File: config.mk
export PLATFORM = sky130hd
export DESIGN_NAME = i2c_txn_seq
export DESIGN_NICKNAME = d
export VERILOG_FILES = /design/src/rtl/i2c_txn_seq.sv
export SDC_FILE = /design/constraint.sdc
export NUM_CORES = 1
export LEC_CHECK = 0
export BUFFER_PORTS_ARGS = -buffer_cell sky130_fd_sc_hd__buf_2
export CAP_MARGIN = 20
export CORE_ASPECT_RATIO = 0.8
export CORE_MARGIN = 1.5
export CORE_UTILIZATION = 30
export DETAILED_ROUTE_END_ITERATION = 6
export PLACE_DENSITY_LB_ADDON = 0.12
export SETUP_SLACK_MARGIN = 0.05
export SYNTH_ARGS = -nofsm -noshare
export SYNTH_HDL_FRONTEND = slang
export SYNTH_SLANG_ARGS = --single-unit
File: constraint.sdc
create_clock -name clk -period 3.09 [get_ports clk]
set_input_delay 0.618 -clock clk [delete_from_list [all_inputs] [get_ports clk]]
set_output_delay 0.618 -clock clk [all_outputs]
set_load 0.005 [all_outputs]
File: src/rtl/i2c_txn_seq.sv
module i2c_txn_seq #(
  parameter int LEN_W      = 8,
  parameter int ADDR_BYTES = 4,
  localparam int AW  = 8 * ADDR_BYTES,
  localparam int ALW = $clog2(ADDR_BYTES + 1)
) (
  input  logic             clk,
  input  logic             rst_n,
  input  logic             req_valid,
  input  logic [1:0]       req_op,
  input  logic [6:0]       req_dev,
  input  logic [AW-1:0]    req_addr,
  input  logic [ALW-1:0]   req_alen,
  input  logic [LEN_W-1:0] req_len,
  input  logic             cfg_rep_start,
  input  logic             cfg_ovf_en,
  input  logic [6:0]       cfg_ovf_mask,
  output logic             busy,
  output logic             done,
  output logic             st_nodev,
  output logic             st_anack,
  output logic [LEN_W-1:0] st_fails,
  output logic             cmd_valid,
  input  logic             cmd_ready,
  output logic [1:0]       cmd_op,
  output logic [7:0]       cmd_data,
  output logic             cmd_nak,
  input  logic             eng_done,
  input  logic             eng_nack,
  input  logic [7:0]       eng_rdata,
  input  logic             wr_valid,
  output logic             wr_ready,
  input  logic [7:0]       wr_data,
  output logic             rd_valid,
  input  logic             rd_ready,
  output logic [7:0]       rd_data
);

  localparam logic [1:0] C_START = 2'd0, C_STOP = 2'd1, C_WR = 2'd2, C_RD = 2'd3;

  typedef enum logic [3:0] {
    S_IDLE, S_START1, S_DEVW, S_ADDR, S_TSTOP, S_START2, S_DEVR, S_RDATA, S_WDATA, S_STOP
  } phase_t;

  phase_t           ph, nxt_addr_done;
  logic             issued, rep_r, rd_v;
  logic [1:0]       op_r;
  logic [6:0]       dev_r, fold;
  logic [AW-1:0]    addr_r;
  logic [ALW-1:0]   alen_left, alen_c, alen_m1;
  logic [LEN_W-1:0] len_left, fails;
  logic [7:0]       addr_byte, rd_buf;
  logic             is_rd, is_wr, step, last_len;

  assign is_rd    = (op_r == 2'd1);
  assign is_wr    = (op_r == 2'd2);
  assign busy     = (ph != S_IDLE);
  assign step     = issued && eng_done;
  assign last_len = (len_left == LEN_W'(1));

  assign alen_c  = (req_alen > ALW'(ADDR_BYTES)) ? ALW'(ADDR_BYTES) : req_alen;
  assign fold    = (cfg_ovf_en && (req_op == 2'd1 || req_op == 2'd2))
                 ? (7'({8'b0, req_addr} >> {alen_c, 3'b000}) & cfg_ovf_mask) : 7'd0;
  assign alen_m1   = alen_left - ALW'(1);
  assign addr_byte = 8'(addr_r >> {alen_m1, 3'b000});

  assign cmd_valid = busy && !issued && !(ph == S_WDATA && !wr_valid) && !(ph == S_RDATA && rd_v);
  assign wr_ready  = (ph == S_WDATA) && !issued && cmd_ready;
  assign cmd_nak   = (ph == S_RDATA) && last_len;
  assign rd_valid  = rd_v;
  assign rd_data   = rd_buf;
  assign st_fails  = fails;

  always_comb begin
    cmd_op   = C_WR;
    cmd_data = 8'd0;
    case (ph)
      S_START1, S_START2: cmd_op = C_START;
      S_TSTOP, S_STOP:    cmd_op = C_STOP;
      S_RDATA:            cmd_op = C_RD;
      S_DEVW:             cmd_data = {dev_r, 1'b0};
      S_DEVR:             cmd_data = {dev_r, 1'b1};
      S_ADDR:             cmd_data = addr_byte;
      S_WDATA:            cmd_data = wr_data;
      default:            cmd_data = 8'd0;
    endcase
  end

  always_comb begin
    if (is_rd)             nxt_addr_done = rep_r ? S_START2 : S_TSTOP;
    else if (len_left != 0) nxt_addr_done = S_WDATA;
    else                   nxt_addr_done = S_STOP;
  end

  always_ff @(posedge clk) begin
    if (!rst_n) begin
      ph        <= S_IDLE;
      issued    <= 1'b0;
      rep_r     <= 1'b0;
      op_r      <= 2'd0;
      dev_r     <= 7'd0;
      addr_r    <= '0;
      alen_left <= '0;
      len_left  <= '0;
      fails     <= '0;
      st_nodev  <= 1'b0;
      st_anack  <= 1'b0;
      rd_v      <= 1'b0;
      rd_buf    <= 8'd0;
      done      <= 1'b0;
    end else begin
      done <= 1'b0;
      if (rd_v && rd_ready) rd_v <= 1'b0;
      if (cmd_valid && cmd_ready) issued <= 1'b1;

      if (ph == S_IDLE && req_valid) begin
        ph        <= S_START1;
        op_r      <= req_op;
        dev_r     <= req_dev | fold;
        addr_r    <= req_addr;
        alen_left <= alen_c;
        len_left  <= req_len;
        rep_r     <= cfg_rep_start;
        fails     <= '0;
        st_nodev  <= 1'b0;
        st_anack  <= 1'b0;
      end

      if (step) begin
        issued <= 1'b0;
        case (ph)
          S_START1: ph <= (is_rd && alen_left == 0) ? S_DEVR : S_DEVW;
          S_DEVW: begin
            if (eng_nack) begin
              st_nodev <= 1'b1;
              ph       <= S_STOP;
            end else if (!is_rd && !is_wr) ph <= S_STOP;
            else if (alen_left != 0)       ph <= S_ADDR;
            else                           ph <= nxt_addr_done;
          end
          S_ADDR: begin
            if (eng_nack) begin
              st_anack <= 1'b1;
              ph       <= S_STOP;
            end else begin
              alen_left <= alen_m1;
              if (alen_left == ALW'(1)) ph <= nxt_addr_done;
            end
          end
          S_TSTOP:  ph <= S_START2;
          S_START2: ph <= S_DEVR;
          S_DEVR:   ph <= (len_left != 0) ? S_RDATA : S_STOP;
          S_RDATA: begin
            rd_buf   <= eng_rdata;
            rd_v     <= 1'b1;
            len_left <= len_left - LEN_W'(1);
            if (last_len) ph <= S_STOP;
          end
          S_WDATA: begin
            fails    <= fails + LEN_W'(eng_nack);
            len_left <= len_left - LEN_W'(1);
            if (last_len) ph <= S_STOP;
          end
          S_STOP: begin
            ph   <= S_IDLE;
            done <= 1'b1;
          end
          default: ph <= S_IDLE;
        endcase
      end
    end
  end

endmodule

Yosys cells after proc, flatten, opt, wreduce, memory -nomap -nowiden
Index checks and enable logic that the tools add are counted.

Register bits: 78. Input port bits: 85. Logic and storage cells: 111.

Add/subtract/negate cells: 3. Magnitude comparators: 1. Eq/ne operators: 15. Shift operators: 2. Multiplexer cells: 40. Bitwise gates (word level): 3. Reductions and logical operators: 33.

Operators with widths (number): 8-bit two-way mux (6); 4-bit two-way mux (10); 8-bit one-hot mux with 4 select lines (1); 32-bit by 6-bit >> shifter with 7-bit output (1); 32-bit by 6-bit >> shifter with 8-bit output (1); 4-bit one-hot mux with 7 select lines (1); 3-bit two-way mux (6); 4-bit by 3-bit equality test with 1-bit output (second input constant) (4); 1-bit logical AND (15); 1-bit two-way mux (14); 8-bit by 1-bit adder with 8-bit output (1); 4-bit by 2-bit equality test with 1-bit output (second input constant) (2); 4-bit equality test (second input constant) (2); 8-bit by 1-bit equality test with 1-bit output (second input constant) (1); 8-bit nonzero test (1); 2-bit OR reduction (4); 8-bit by 1-bit subtractor with 8-bit output (second input constant) (1); 7-bit bitwise AND (1); 7-bit two-way mux (1); 7-bit bitwise OR (1); 1-bit zero test (6); 2-bit one-hot mux with 3 select lines (1); 2-bit by 1-bit equality test with 1-bit output (second input constant) (2); 2-bit equality test (second input constant) (2); other kinds (11) (12).

Logic depth before layout (Yosys ltp)
Word-level depth: 8. Gate-level depth with buffers: 8. Mapped depth without buffers: 7.

Worst setup path after synthesis
No wires, ideal clock.

Path type: reg-to-output. Start point: register alen_left[0]. End point: output cmd_data[0]. Arrival: 2.009 ns. Data required time: 2.472 ns. Setup slack: 0.463 ns. Cell stages (with the launch flop): 8. Buffers on the path: 2. Cell sequence: dfxtp_1 -> clkbuf_1 -> inv_1 -> ha_1 -> clkbuf_1 -> mux4_2 -> nand3_1 -> nand2_1.

Cells in the longest elaborated chain, start to end: 3.

Ends and longest elaborated chain: from (decl) (RTL line 50) `logic [ALW-1:0] alen_left, alen_c, alen_m1;`; from (signal assigned) (RTL line 121) `alen_left <= alen_c;`; from (signal assigned) (RTL line 146) `alen_left <= alen_m1;`; 3-bit by 1-bit subtractor with 3-bit output (RTL line 64) `assign alen_m1 = alen_left - ALW'(1);`; 32-bit by 6-bit >> shifter with 8-bit output (RTL line 65) `assign addr_byte = 8'(addr_r >> {alen_m1, 3'b000});`; 8-bit one-hot mux with 4 select lines (RTL line 77) `case (ph)`; to (decl) (RTL line 26) `output logic [7:0] cmd_data,`.

Every way passes these cells.

Worst setup path in the final report
Start point: register ph[1]. End point: output cmd_data[6].

Cells in the longest elaborated chain, start to end: 2. Elaborated cells between the ends (all ways): 5. Those cells by class: 4 x eq/ne; 1 x mux.

Ends and longest elaborated chain: from (decl) (RTL line 45) `phase_t ph, nxt_addr_done;`; from (signal assigned) (RTL line 132) `S_START1: ph <= (is_rd && alen_left == 0) ? S_DEVR : S_DEVW;`; from (signal assigned) (RTL line 139) `else ph <= nxt_addr_done;`; from (signal assigned) (RTL line 147) `if (alen_left == ALW'(1)) ph <= nxt_addr_done;`; 4-bit equality test (tied with other cells) (RTL line 77); 8-bit one-hot mux with 4 select lines (*) (RTL line 77).

Every way passes the cells marked *; elsewhere a longest branch is shown, timed or not.

==> flow_summary.toml <==
[timing]
slew_viol_final = 0
worstMarginPinSlew_ps = 705
fin_crit_ps = 2620
slew_headroom = 0.526
max_freq_mhz = 382
period_share = 0.848
clock_skew_ps = 6.85
rsz0062_at_grt = "false"
fin_tns_setup_ps = 0
whs_ps = 462
finalHoldViolCount = 0
setup_viol = 0

[floorplan]
dieArea_um2 = 14700
coreArea_um2 = 13600
die_w_um = 135
start_util = 0.307
fp.dieH_um = 109
row_count = 38
io-pin-count = 119

[setup_path]
required_ps = 2470
crit_path_max_incr_delay_ps = 620
critPathLaunchType = "flop"
crit_chain = "or3_1 -> nor2_1 -> buf_4 -> a22oi_1 -> nand2_1 -> buf_2"
cp.arrival_ps = 2000
startpoint = "ph[1]"
crit_type = "reg -> out"
end_kind = "output pin"
path_max_fanout = 14
r2r-start = "ph[3]"
slowest_stage = "dfxtp_1"

[place]
place.gp.congestion = 0.794
placed_area_um2 = 4960
port_buffers = 118
hpwl_um = 8770

[clocking]
path_clk_slew_ps = 60
cts_resized = 0
cts_made_buffers = 9
cts_setup_buffers = 0
cts_root_buf = "clkbuf_16"
clk_path_buf_depth = 2
tritoncts = "done"
clk_latency_ps = 330
cts.sink_count = 78
cts_hold_buf = 0
htree_levels = 3

[route]
drtIter0Drc = 224
wire_per_inst_um = 15.5
ant_nets = 0
viasPerCell = 5.01
drc = 0
wirelength_um = 12100
dr.pass1.iters = 5
vias = 3912

[yosys]
ys_seq_elements = 78
synth_warnings = 0
yosysSeqAreaShare = 0.374
yosysUniqueCellTypes = 54
ys.flop_type = "dfxtp_1"
yosysTopAreaCell = "dfxtp_1"
syn_area_um2 = 4180
yosys.area.top_type_share = 0.374
synth_area_leaders = "dfxtp_1 (37%), nand2_1 (9.4%), mux4_2 (8.1%)"
synth_edf_count = 0
postSynthCellCount = 489
syn_avg_cell_area_um2 = 8.55
synth-async-reset-ratio = 0
postSynthNetCount = 583

[pwr]
p_int_mw = 1.93
switching_share = 0.239
ir_drop_v = 0.000250
clkPwrFrac = 0.465
powerDensity_nw_per_um2 = 480
power.share.sequential = 0.423
p_switching_uw = 609
p_comb_frac = 0.112
leakage_nw = 2.18

[finish]
layout-drive-gt1-share = 0.276
seq_area_um2 = 1560
nFillCells = 1471
final_cell_area_um2 = 5290
antenna_cells = 0
multi_input_area_um2 = 2450
nets = 690
synthToLayoutAreaGrowth_pct = 26.6
utilization = 0.389
layout_commonest_cell = "buf_2"
final_cell_mix = "buf_2 (118), nand2_1 (105), dfxtp_1 (78)"

[job]
max_cap_viol_count = 0

[grt]
antenna_found_initial = 0
grt_pass1_vias = 3631
grtUsageTotal = 0.167
grt_start_max_net_pins = 61
grt_pass1_wl_um = 19000
gr-total-overflow = 0

[status]
status = "completed"

[min_path]
min_path_type = "reg -> reg"
hold_path.startpoint = "addr_r[16]"
## cell families after synthesis
group / Yosys count / synth area share
DFF: 78 / 0.374
and+or+nand+nor: 201 / 0.230
buffers and inverters: 43 / 0.0413
AOI/OAI and AO/OA: 126 / 0.207
adders and majority gates: 9 / 0.0269
muxes: 30 / 0.117
xor gates and xnor gates: 2 / 0.00419
## flip-flops by register name, indices dropped and copies added (netlist names)
signal     flops
addr_r        32
alen_left      3
dev_r          7
done           1
issued         1
len_left       8
op_r           2
ph             4
rd_data        8
rd_valid       1
rep_r          1
st_anack       1
st_fails       8
st_nodev       1
## cells in the mapped netlist, types with 2 or more instances
cell type / instances
nand2_1: 105
dfxtp_1: 78
a21boi_0: 39
clkbuf_1: 25
o21ai_0: 21
nor2_1: 19
a21oi_1: 16
nor2b_1: 16
mux4_2: 15
nand3_1: 15
mux2i_1: 14
a22oi_1: 11
a31oi_1: 10
inv_1: 10
ha_1: 9
nand2b_1: 8
and2_1: 7
nor3_1: 7
a32oi_1: 4
buf_1: 4
nor4_1: 4
and3_1: 3
buf_2: 3
nand4_1: 3
o21a_1: 3
a211o_1: 2
a21boi_1: 2
a2bb2oi_1: 2
a311oi_1: 2
nand4b_1: 2
nor3b_1: 2
o2bb2ai_1: 2
o31ai_1: 2
o41ai_1: 2
or3_1: 2
xnor2_1: 2
## worst max-delay path: cells and delay by family (launching register included)
| family | cells | cell delay (ps) |
|---|---|---|
| compound gates | 1 | 200 |
| buf+inv | 2 | 320 |
| flops | 1 | 620 |
| simple gates | 3 | 520 |
## final cells by class
class                   instances  share of cell area
inverters                      10             0.00709
repair buffers                129               0.130
well taps                     180              0.0426
clock buffers                  11              0.0478
clock inverters                 5              0.0154
flip-flops and latches         78               0.295
multi-input cells             368               0.463
## routing by layer
layer	global-route usage	share of wire	vias up
li1	-	-	1960
met1	0.232	0.49	1807
met2	0.255	0.44	134
met3	0.0375	0.062	11
met4	0.0561	0.012	0
met5	0	0	-
## path summary, 6_finish.rpt
path	to	slack (ps)	depth (start not counted)
hold reg to reg	addr_r[16]	460	2
hold / removal	addr_r[16]	460	2
setup reg to reg	len_left[6]	750	5
setup / recovery	cmd_data[6]	470	6
## through the flow
| stage | setup slack (ps) | instances | total power, mW |
|---|---|---|---|
| final | 470 | 781 | 2.54 |
| after CTS | 440 | 781 | 2.58 |
| after global routing | 317 | 781 | 2.65 |
| after global placement | 824 | 765 | 1.38 |
| after detailed placement | 744 | 765 | 1.38 |
| after floorplan | 463 | 489 | 1.26 |
## power by group through the flow
stage	clock (mW)	sequential [mW]	combinational, mW
floorplan	0	1.09	0.171
global placement	0	1.10	0.285
detailed placement	0	1.10	0.287
CTS	1.22	1.07	0.289
global route	1.25	1.08	0.318
finish	1.18	1.07	0.286
(Power assumes the default switching activity.)
